===== config.mk =====
export PLATFORM = sky130hd
export DESIGN_NAME = mulacc_unit
export DESIGN_NICKNAME = d
export VERILOG_FILES = /design/src/rtl/mulacc_pkg.sv /design/src/rtl/mulacc_ctrl.sv /design/src/rtl/mulacc_dp.sv /design/src/rtl/mulacc_unit.sv
export SDC_FILE = /design/constraint.sdc
export NUM_CORES = 1
export LEC_CHECK = 0
export BUFFER_PORTS_ARGS = -buffer_cell sky130_fd_sc_hd__buf_2
export CORE_MARGIN = 10
export CORE_UTILIZATION = 40
export DETAILED_ROUTE_END_ITERATION = 10
export GPL_TIMING_DRIVEN = 0
export MAX_ROUTING_LAYER = met4
export PLACE_DENSITY = 0.62
export SYNTH_ARGS = -nofsm -noshare
export SYNTH_HDL_FRONTEND = slang
export SYNTH_HIERARCHICAL = 1
export SYNTH_SLANG_ARGS = --single-unit

===== constraint.sdc =====
create_clock -name clk -period 24.9 [get_ports clk]
set_input_delay 1.245 -clock clk [delete_from_list [all_inputs] [get_ports clk]]
set_output_delay 1.245 -clock clk [all_outputs]
set_load 0.02 [all_outputs]

===== src/rtl/mulacc_pkg.sv =====
package mulacc_pkg;
  localparam int REG_IDX_W = 3;

  typedef enum logic [1:0] {
    MODE_UMUL = 2'd0,
    MODE_SMUL = 2'd1,
    MODE_UMAC = 2'd2,
    MODE_SMAC = 2'd3
  } mode_e;

  typedef enum logic [REG_IDX_W-1:0] {
    IDX_OP1_UMUL = 3'd0,
    IDX_OP1_SMUL = 3'd1,
    IDX_OP1_UMAC = 3'd2,
    IDX_OP1_SMAC = 3'd3,
    IDX_OP2      = 3'd4,
    IDX_RES_LO   = 3'd5,
    IDX_RES_HI   = 3'd6,
    IDX_EXT      = 3'd7
  } reg_idx_e;

  typedef struct packed {
    reg_idx_e idx;
    logic     ldOp1;
    logic     ldOp2;
    logic     ldLo;
    logic     ldHi;
    logic     byteWr;
    logic     compute;
    logic     rdValid;
    logic     rdByte;
  } dp_strobe_t;
endpackage


===== src/rtl/mulacc_ctrl.sv =====
module mulacc_ctrl
  import mulacc_pkg::*;
#(
  parameter int ADDR_W = 3
) (
  input  logic              clk,
  input  logic              rstN,
  input  logic [ADDR_W-1:0] busAddr,
  input  logic              wrWord,
  input  logic              wrByte,
  input  logic              rdEn,
  input  logic              rdByte,
  output dp_strobe_t        strobe,
  output mode_e             mode
);
  localparam int IDX_W = REG_IDX_W;

  logic     inRange;
  logic     wrHit;
  logic     computeQ;
  reg_idx_e idx;

  assign inRange = (busAddr >> IDX_W) == '0;
  assign idx     = reg_idx_e'(busAddr[IDX_W-1:0]);
  assign wrHit   = (wrWord | wrByte) & inRange;

  always_comb begin
    strobe         = '0;
    strobe.idx     = idx;
    strobe.byteWr  = wrByte & ~wrWord;
    strobe.compute = computeQ;
    strobe.rdValid = rdEn & inRange;
    strobe.rdByte  = rdByte;
    case (idx)
      IDX_OP1_UMUL, IDX_OP1_SMUL,
      IDX_OP1_UMAC, IDX_OP1_SMAC: strobe.ldOp1 = wrHit;
      IDX_OP2:                    strobe.ldOp2 = wrHit;
      IDX_RES_LO:                 strobe.ldLo  = wrHit;
      IDX_RES_HI:                 strobe.ldHi  = wrHit;
      default:                    ;
    endcase
  end

  always_ff @(posedge clk or negedge rstN) begin
    if (!rstN) begin
      mode     <= MODE_UMUL;
      computeQ <= 1'b0;
    end else begin
      computeQ <= strobe.ldOp2;
      if (strobe.ldOp1) mode <= mode_e'(busAddr[1:0]);
    end
  end

  // an operand-1 write leaves the mode equal to the low address bits used
  p_mode_latch_r2: assert property (@(posedge clk) disable iff (!rstN)
    ((wrWord || wrByte) && ((busAddr >> IDX_W) == '0) && !busAddr[2])
      |=> (mode == mode_e'($past(busAddr[1:0]))));
endmodule


===== src/rtl/mulacc_dp.sv =====
module mulacc_dp
  import mulacc_pkg::*;
#(
  parameter int DATA_W = 16
) (
  input  logic              clk,
  input  logic              rstN,
  input  dp_strobe_t        strobe,
  input  mode_e             mode,
  input  logic [DATA_W-1:0] busWdata,
  output logic [DATA_W-1:0] rdData
);
  localparam int PROD_W = 2 * DATA_W;
  localparam int BYTE_W = 8;

  logic [DATA_W-1:0] op1, op2, resLo, resHi, ext;
  logic [PROD_W-1:0] opAExt, opBExt, prod, acc, newRes;
  logic [PROD_W:0]   sum;
  logic [DATA_W-1:0] newExt, rv;
  logic              isSigned, isAcc;

  function automatic logic [DATA_W-1:0] mergeWr(input logic [DATA_W-1:0] old,
                                                input logic [DATA_W-1:0] nw,
                                                input logic              isByte);
    return isByte ? {old[DATA_W-1:BYTE_W], nw[BYTE_W-1:0]} : nw;
  endfunction

  assign isSigned = mode[0];
  assign isAcc    = mode[1];
  assign opAExt   = isSigned ? {{DATA_W{op1[DATA_W-1]}}, op1} : {{DATA_W{1'b0}}, op1};
  assign opBExt   = isSigned ? {{DATA_W{op2[DATA_W-1]}}, op2} : {{DATA_W{1'b0}}, op2};
  assign prod     = opAExt * opBExt;
  assign acc      = {resHi, resLo};
  assign sum      = {1'b0, acc} + {1'b0, prod};
  assign newRes   = isAcc ? sum[PROD_W-1:0] : prod;

  always_comb begin
    case (mode)
      MODE_UMUL: newExt = '0;
      MODE_SMUL: newExt = {DATA_W{prod[PROD_W-1]}};
      MODE_UMAC: newExt = DATA_W'(sum[PROD_W]);
      default:   newExt = {DATA_W{sum[PROD_W-1]}};
    endcase
  end

  always_ff @(posedge clk or negedge rstN) begin
    if (!rstN) begin
      op1   <= '0;
      op2   <= '0;
      resLo <= '0;
      resHi <= '0;
      ext   <= '0;
    end else begin
      if (strobe.ldOp1) op1 <= mergeWr(op1, busWdata, strobe.byteWr);
      if (strobe.ldOp2) op2 <= mergeWr(op2, busWdata, strobe.byteWr);
      if (strobe.compute) begin
        {resHi, resLo} <= newRes;
        ext            <= newExt;
      end else begin
        if (strobe.ldLo) resLo <= mergeWr(resLo, busWdata, strobe.byteWr);
        if (strobe.ldHi) resHi <= mergeWr(resHi, busWdata, strobe.byteWr);
      end
    end
  end

  always_comb begin
    case (strobe.idx)
      IDX_OP2:    rv = op2;
      IDX_RES_LO: rv = resLo;
      IDX_RES_HI: rv = resHi;
      IDX_EXT:    rv = ext;
      default:    rv = op1;
    endcase
    if (!strobe.rdValid)    rdData = '0;
    else if (strobe.rdByte) rdData = {{(DATA_W-BYTE_W){1'b0}}, rv[BYTE_W-1:0]};
    else                    rdData = rv;
  end

  // the unsigned product never leaves a nonzero extension
  p_umul_ext_r4: assert property (@(posedge clk) disable iff (!rstN)
    (strobe.compute && mode == MODE_UMUL) |=> (ext == '0));
  // the signed product extension is all-ones or zero and agrees with the result sign
  p_smul_ext_r5: assert property (@(posedge clk) disable iff (!rstN)
    (strobe.compute && mode == MODE_SMUL)
      |=> ((ext == '0 || ext == '1) && (ext[0] == resHi[DATA_W-1])));
  // the unsigned accumulate extension is a single carry bit
  p_umac_ext_r6: assert property (@(posedge clk) disable iff (!rstN)
    (strobe.compute && mode == MODE_UMAC) |=> (ext[DATA_W-1:1] == '0));
  // the signed accumulate extension mirrors bit 31 of the new result
  p_smac_ext_r7: assert property (@(posedge clk) disable iff (!rstN)
    (strobe.compute && mode == MODE_SMAC)
      |=> ((ext == '0 || ext == '1) && (ext[0] == resHi[DATA_W-1])));
  // the extension holds unless a computation completes
  p_ext_hold_r9: assert property (@(posedge clk) disable iff (!rstN)
    !strobe.compute |=> $stable(ext));
endmodule


===== src/rtl/mulacc_unit.sv =====
module mulacc_unit
  import mulacc_pkg::*;
#(
  parameter int DATA_W = 16,
  parameter int ADDR_W = 3
) (
  input  logic              clk,
  input  logic              rstN,
  input  logic [ADDR_W-1:0] busAddr,
  input  logic [DATA_W-1:0] busWdata,
  input  logic              wrWord,
  input  logic              wrByte,
  input  logic              rdEn,
  input  logic              rdByte,
  output logic [DATA_W-1:0] busRdata
);
  dp_strobe_t strobe;
  mode_e      mode;

  mulacc_ctrl #(.ADDR_W(ADDR_W)) u_ctrl (
    .clk(clk), .rstN(rstN), .busAddr(busAddr), .wrWord(wrWord), .wrByte(wrByte),
    .rdEn(rdEn), .rdByte(rdByte), .strobe(strobe), .mode(mode)
  );

  mulacc_dp #(.DATA_W(DATA_W)) u_dp (
    .clk(clk), .rstN(rstN), .strobe(strobe), .mode(mode),
    .busWdata(busWdata), .rdData(busRdata)
  );

  // an idle bus reads zero
  p_idle_read_r12: assert property (@(posedge clk) disable iff (!rstN)
    !rdEn |-> (busRdata == '0));
  // byte reads zero-extend
  p_byte_read_r10: assert property (@(posedge clk) disable iff (!rstN)
    (rdEn && rdByte) |-> (busRdata[DATA_W-1:8] == '0));
endmodule


== After elaboration in Yosys (flattened, before gate mapping) ==
Cells that the tools add are included.

* Add/subtract/negate cells: 1
* Multiply operators: 1
* Eq/ne operators: 10
* Muxes and demuxes: 16
* Bitwise gates (word level): 4
* Reduce and logical (&&, ||, !) cells: 9

{| class="wikitable"
|+ Operators with widths
! operator !! count
|-
| $mux W16 || 7
|-
| $mux W32 || 3
|-
| $pmux W16 S4 || 1
|-
| $pmux W16 S3 || 1
|-
| $add A32 B32 Y33 || 1
|-
| $mul A32 B32 Y32 || 1
|-
| $eq A3 B3 Y1 const B || 4
|-
| $reduce_and A2 Y1 || 4
|-
| $eq A3 B2 Y1 const B || 2
|-
| $mux W1 || 4
|-
| $reduce_bool A2 Y1 || 2
|-
| $reduce_or A4 Y1 || 1
|-
| $eq A3 B1 Y1 const B || 1
|-
| $logic_not A3 Y1 || 1
|-
| $eq A2 B1 Y1 const B || 1
|-
| $eq A2 B2 Y1 const B || 1
|-
| $logic_not A2 Y1 || 1
|-
| $ne A2 B2 Y1 const B || 1
|-
| $not A1 Y1 || 2
|-
| $and A1 B1 Y1 || 1
|-
| $or A1 B1 Y1 || 1
|}

* Bits in registers: 83
* Input port bits: 25
* Output and inout port bits: 16
* Word-level logic and storage cells: 52

== Depth between registers and ports, before layout ==
* Word-level depth: 5
* Gate-level depth with buffers: 34
* Mapped depth without buffers: 33

== By module ==
Netlist, hierarchy kept.

{| class="wikitable"
|+ By module, submodules not included
! module !! times used !! cells each !! area an instance (µm²) !! sequential area each (µm²)
|-
| mulacc_dp || 1 || 1932 || 17993.5 || 1651.6
|-
| mulacc_ctrl || 1 || 18 || 203.9 || 75.1
|}

== Worst setup path after synthesis ==
Ideal clock, no wire load.

* Path type: register -> register
* Start point: register u_ctrl.mode[0]
* End point: register u_dp.ext[0]
* Setup time: 94 ps
* Data arrival time: 8310 ps
* Data required time: 24806 ps
* Slack: 16496 ps
* Cell stages (with the launch flop): 34
* Buffers on the path: 1
* Period minus slack after synthesis: 8404 ps
* Path through: dfrtp_1 > and2_1 > clkbuf_1 > nand2_1 > inv_1 > fa_1 > fa_1 > fa_1 > inv_1 > fa_1 > inv_1 > fa_1 > inv_1 > fa_1 > inv_1 > fa_1 > fa_1 > ha_1 > inv_1 > or3_1 > nor3_1 > o41ai_4 > nand2b_1 > a21oi_1 > xnor2_1 > ha_1 > a21oi_1 > o21ai_0 > a31oi_1 > o31ai_4 > a221oi_2 > mux2i_1 > nor3_2 > a221oi_2

* Word-level cells in the longest chain between the ends: 4
* Elaborated cells between the ends (all ways): 8
* Classes of those cells: 1 x add/sub; 1 x mul; 2 x eq/ne; 3 x mux; 1 x reduce/logical

{| class="wikitable"
|+ Ends and longest elaborated chain
! what !! RTL line !! text
|-
| from (decl) || mulacc_ctrl.sv:14 || <nowiki>output mode_e mode</nowiki>
|-
| from (signal assigned) || mulacc_ctrl.sv:50 || <nowiki>if (strobe.ldOp1) mode <= mode_e'(busAddr[1:0]);</nowiki>
|-
| $mux W32, on equally long branches || mulacc_dp.sv:30, mulacc_dp.sv:31 ||
|-
| $mul A32 B32 Y32 || mulacc_dp.sv:32 || <nowiki>assign prod = opAExt * opBExt;</nowiki>
|-
| $add A32 B32 Y33 || mulacc_dp.sv:34 || <nowiki>assign sum = {1'b0, acc} + {1'b0, prod};</nowiki>
|-
| $pmux W16 S3 * || mulacc_dp.sv:38 || <nowiki>case (mode)</nowiki>
|-
| to (signal assigned) || mulacc_dp.sv:58 || <nowiki>ext <= newExt;</nowiki>
|-
| to (decl) || mulacc_dp.sv:16 || <nowiki>logic [DATA_W-1:0] op1, op2, resLo, resHi, ext;</nowiki>
|}

Every way passes the cells marked *; elsewhere a longest branch is shown, timed or not.
A chain may end at the register's enable or synchronous reset.

== Worst setup path in the final report ==
Ends and elaborated chain as after synthesis.

==> summary.md <==
| Metric | Value |
|---|---|
| Outcome | finished clean |
| Initial Utilization | around two fifths |
| Crit start category | flop |
| Cell Area, Synth | roughly 18000 sq um |
| Post-CTS Hold Buffers | 0 |
| Setup TNS | 0 ns |
| Post_cts resized | 0 |
| Crit path DAT | 10.64 ns |
| Via count | about 14000 |
| M2 GR Usage | a little over a third |
| Most frequent CP cell | fa_1 |
| CP top delay family | adder cells |
| CP max-delay cell | fa_1 |
| Inst Count DP | between 2000 and 3000 |
| Tmin final | 10.39 ns |
| RSZ-0062 raised after global routing | false |
| Mapped Cells | 1950 |
| Sequential area share after synthesis | about a tenth |
| CP endpoint kind | flop |
| HP Start | u_dp/resLo[8] |
| Drt drc | 0 |
| Io pins | 41 |
| Net Count, Synth | roughly 2500 |
| Final Max Tran Viols | 0 |
| Netlist cell types | 66 |
| Multi-input gate area | between 10000 and 15000 sq um |
| Share of the synthesized area in the top cell type | a little under two fifths |
| Fin. Hold Viols | 0 |
| CORE AREA | about 45000 sq um |
| Layout cells sized above 1 | 6.29% |
| CP max FO | 9 |
| Period Utilization, post-route | a little over two fifths |
| Setup Fix Bufs, Post-CTS | 0 |
| First-pass GRT wire length | just under 90000 um |
| Initial antenna violation count | 2 |
| Total CTS buffers | 9 |
| Dpl hpwl | roughly 47000 um |
| Vias in the first global route | between 10000 and 15000 |
| Number of synthesized register bits | a little under 70 |
| Ys async rst share | between 90% and 100% |
| M3 GR Usage | under 10% |
| Aggregate global routing overflow | 0 |
| Die X | 233 um |
| Synthesized area per cell | roughly 9.3 sq um |
| Buffers on Ports | 38 |
| Critical path class | flop to flop |
| Primary FF master, synth | dfrtp_1 |
| Max_cap viols | 0 |
| GRT Util Overall | 21.9% |
| Hold path endpoint | u_dp/resLo[8] |
| Slew HR | ~22% |
| Clk Latency, worst-skew pair | 0.33 ns |
| Bufs and invs on worst path | 5 |
| Busiest grt layer | met2 |
| Core Rows | 78 |
| Register Area | roughly 1700 sq um |
| Routed WL per cell | 21.7 um |
| Critical Path Max Stage Delay | ~0.83 ns |
| Main area contributors after synthesis | fa_1 (37%), ha_1 (11%), dfrtp_1 (9.5%), inv_1 (7.0%), and2_1 (6.1%) |
| Critical Path Source | u_ctrl/mode[0] |
| Fillers | 4464 |
| Min-Delay Path Class | flop to flop |
| CTS HTree Levels | 3 |
| Post-synth top cells | fa_1 (338), inv_1 (338), and2_1 (178), nand2_1 (175), ha_1 (161) |
| Non-Filler Instances | approximately 2600 |
| Worst Max-Slew Pin Slew | roughly 1.2 ns |
| Final worst clock skew | slightly below 0.006 ns |
| WP data required | 25.15 ns |
| Clock Tree Root | clkbuf_16 |
| Routed wire length | ~57000 um |
| Post-route ant nets | 0 |
| Dpl ws | roughly 15 ns |
| PnR worst setup slack | ~15 ns |
| Die height | approximately 230 um |
| Synth Warn # | 6 |
| Clock Path Buffers | 2 |
| Hold depth | 2 |
| N_diodes | 0 |
| Met1 Use GR | 29.0% |
| Worst R2R Setup Slack | ~15 ns |
| Final setup vio count | 0 |
| CTS tree | done |
| GPL Wtd Cong | between 0.9 and 1 |
| Largest net degree at the start of global routing | 60 |
| Clock transition at path regs | about 0.06 ns |
| FF-to-FF End | u_dp/ext[0] |
| Via/cell ratio | approximately 5.4 |
| Cell taking the most area after synthesis | fa_1 |
| Number of synthesized flops with an enable pin | 0 |
| Nets@finish | ~2500 |
| Path depth of the worst reg2reg path | 27 |
| R2R Path Start | u_ctrl/mode[0] |
| Detailed Routing Iterations Pass 1 | 7 |
| Initial DRC Count | between 1000 and 1500 |
| Die footprint | ~54000 sq um |
| Max Fclk | roughly 96 MHz |
| CTS sink count | 69 |
| Layout Area Growth over Synthesis | 7.06% |
[worst register-to-register path, cell delays in order, from the launching register on]
cell,delay [ns]
dfrtp_1,0.67
and2_1,0.21
clkbuf_1,0.41
nand2_1,0.19
fa_1,0.57
fa_1,0.51
inv_1,0.07
fa_1,0.83
inv_1,0.33
fa_1,0.57
inv_1,0.06
fa_1,0.49
fa_1,0.57
fa_1,0.44
fa_1,0.45
ha_1,0.46
a21oi_1,0.64
o211ai_1,0.42
a21oi_1,0.32
o21ai_1,0.12
xnor2_1,0.27
inv_1,0.08
ha_1,0.34
a21o_1,0.19
a221oi_2,0.49
mux2i_1,0.30
nor3_2,0.07
a221oi_2,0.26
[layer usage]
layer,share of wire (%),routed length [um],up-vias
met5,0,0,-
met4,3.1,1760,0
met2,47,26700,519
met3,6.9,3890,97
li1,-,-,6234
met1,43,24200,7109
[how the worst max path moves through the flow]
| stage | to | slack (ns) | cells past startpoint |
|---|---|---|---|
| 2_1_floorplan | u_dp/ext[0] | 16.50 | 33 |
| 3_3_place_gp | u_dp/ext[0] | 14.76 | 30 |
| 3_5_place_dp | u_dp/ext[0] | 14.67 | 30 |
| 4_1_cts | u_dp/ext[0] | 14.66 | 30 |
| 5_1_grt | u_dp/ext[0] | 14.17 | 32 |
| 6_report | u_dp/ext[0] | 14.51 | 27 |
[stage by stage]
| step | util (%) | hold slack (ns) | instance area, sq um |
|---|---|---|---|
| 5_1_grt | 43.1 | 0.585 | 19500 |
| 6_report | 43.1 | 0.584 | 19500 |
| 3_5_place_dp | 42.4 | 0.572 | 19200 |
| 3_3_place_gp | 42.4 | 0.567 | 19100 |
| 4_1_cts | 43.1 | 0.582 | 19500 |
| 2_1_floorplan | - | 0.478 | 18200 |
[flip-flops by register name, indices dropped and copies added (netlist names)]
register / flops
u_ctrl/computeQ: 1
u_ctrl/mode: 2
u_dp/ext: 2
u_dp/op1: 16
u_dp/op2: 16
u_dp/resHi: 16
u_dp/resLo: 16
[cell type report]
class,instances,area share (%)
Tap cell,600,3.85
Timing Repair Buffer,39,1.13
Clock inverter,6,0.456
Inverter,338,6.51
Multi-Input combinational cell,1447,75.7
Buffer,96,2.29
Clock buffer,9,1.16
Sequential cell,69,8.86
[cell families after synthesis]
kind of cell	synth area share (%)
AO/OA/AOI/OAI	10.2
XOR/XNOR	4.57
adder cells (fa/ha/maj)	48.3
buffers and inverters	9.42
flip-flops	9.49
multiplexers	4.19
AND/OR/NAND/NOR	13.9
[placed cells by master, fill, tap and decap left out, types with 53 or more instances in the layout]
| cell type | count |
|---|---|
| o21ai_0 | 59 |
| and2_1 | 178 |
| a21oi_1 | 89 |
| xnor2_1 | 67 |
| clkbuf_1 | 74 |
| nor2_1 | 53 |
| dfrtp_1 | 69 |
| inv_1 | 338 |
| ha_1 | 161 |
| nand2_1 | 175 |
| fa_1 | 338 |
Power is not shown: default switching activity piles up to over one toggle a cycle in this logic, so the estimate is an artifact.
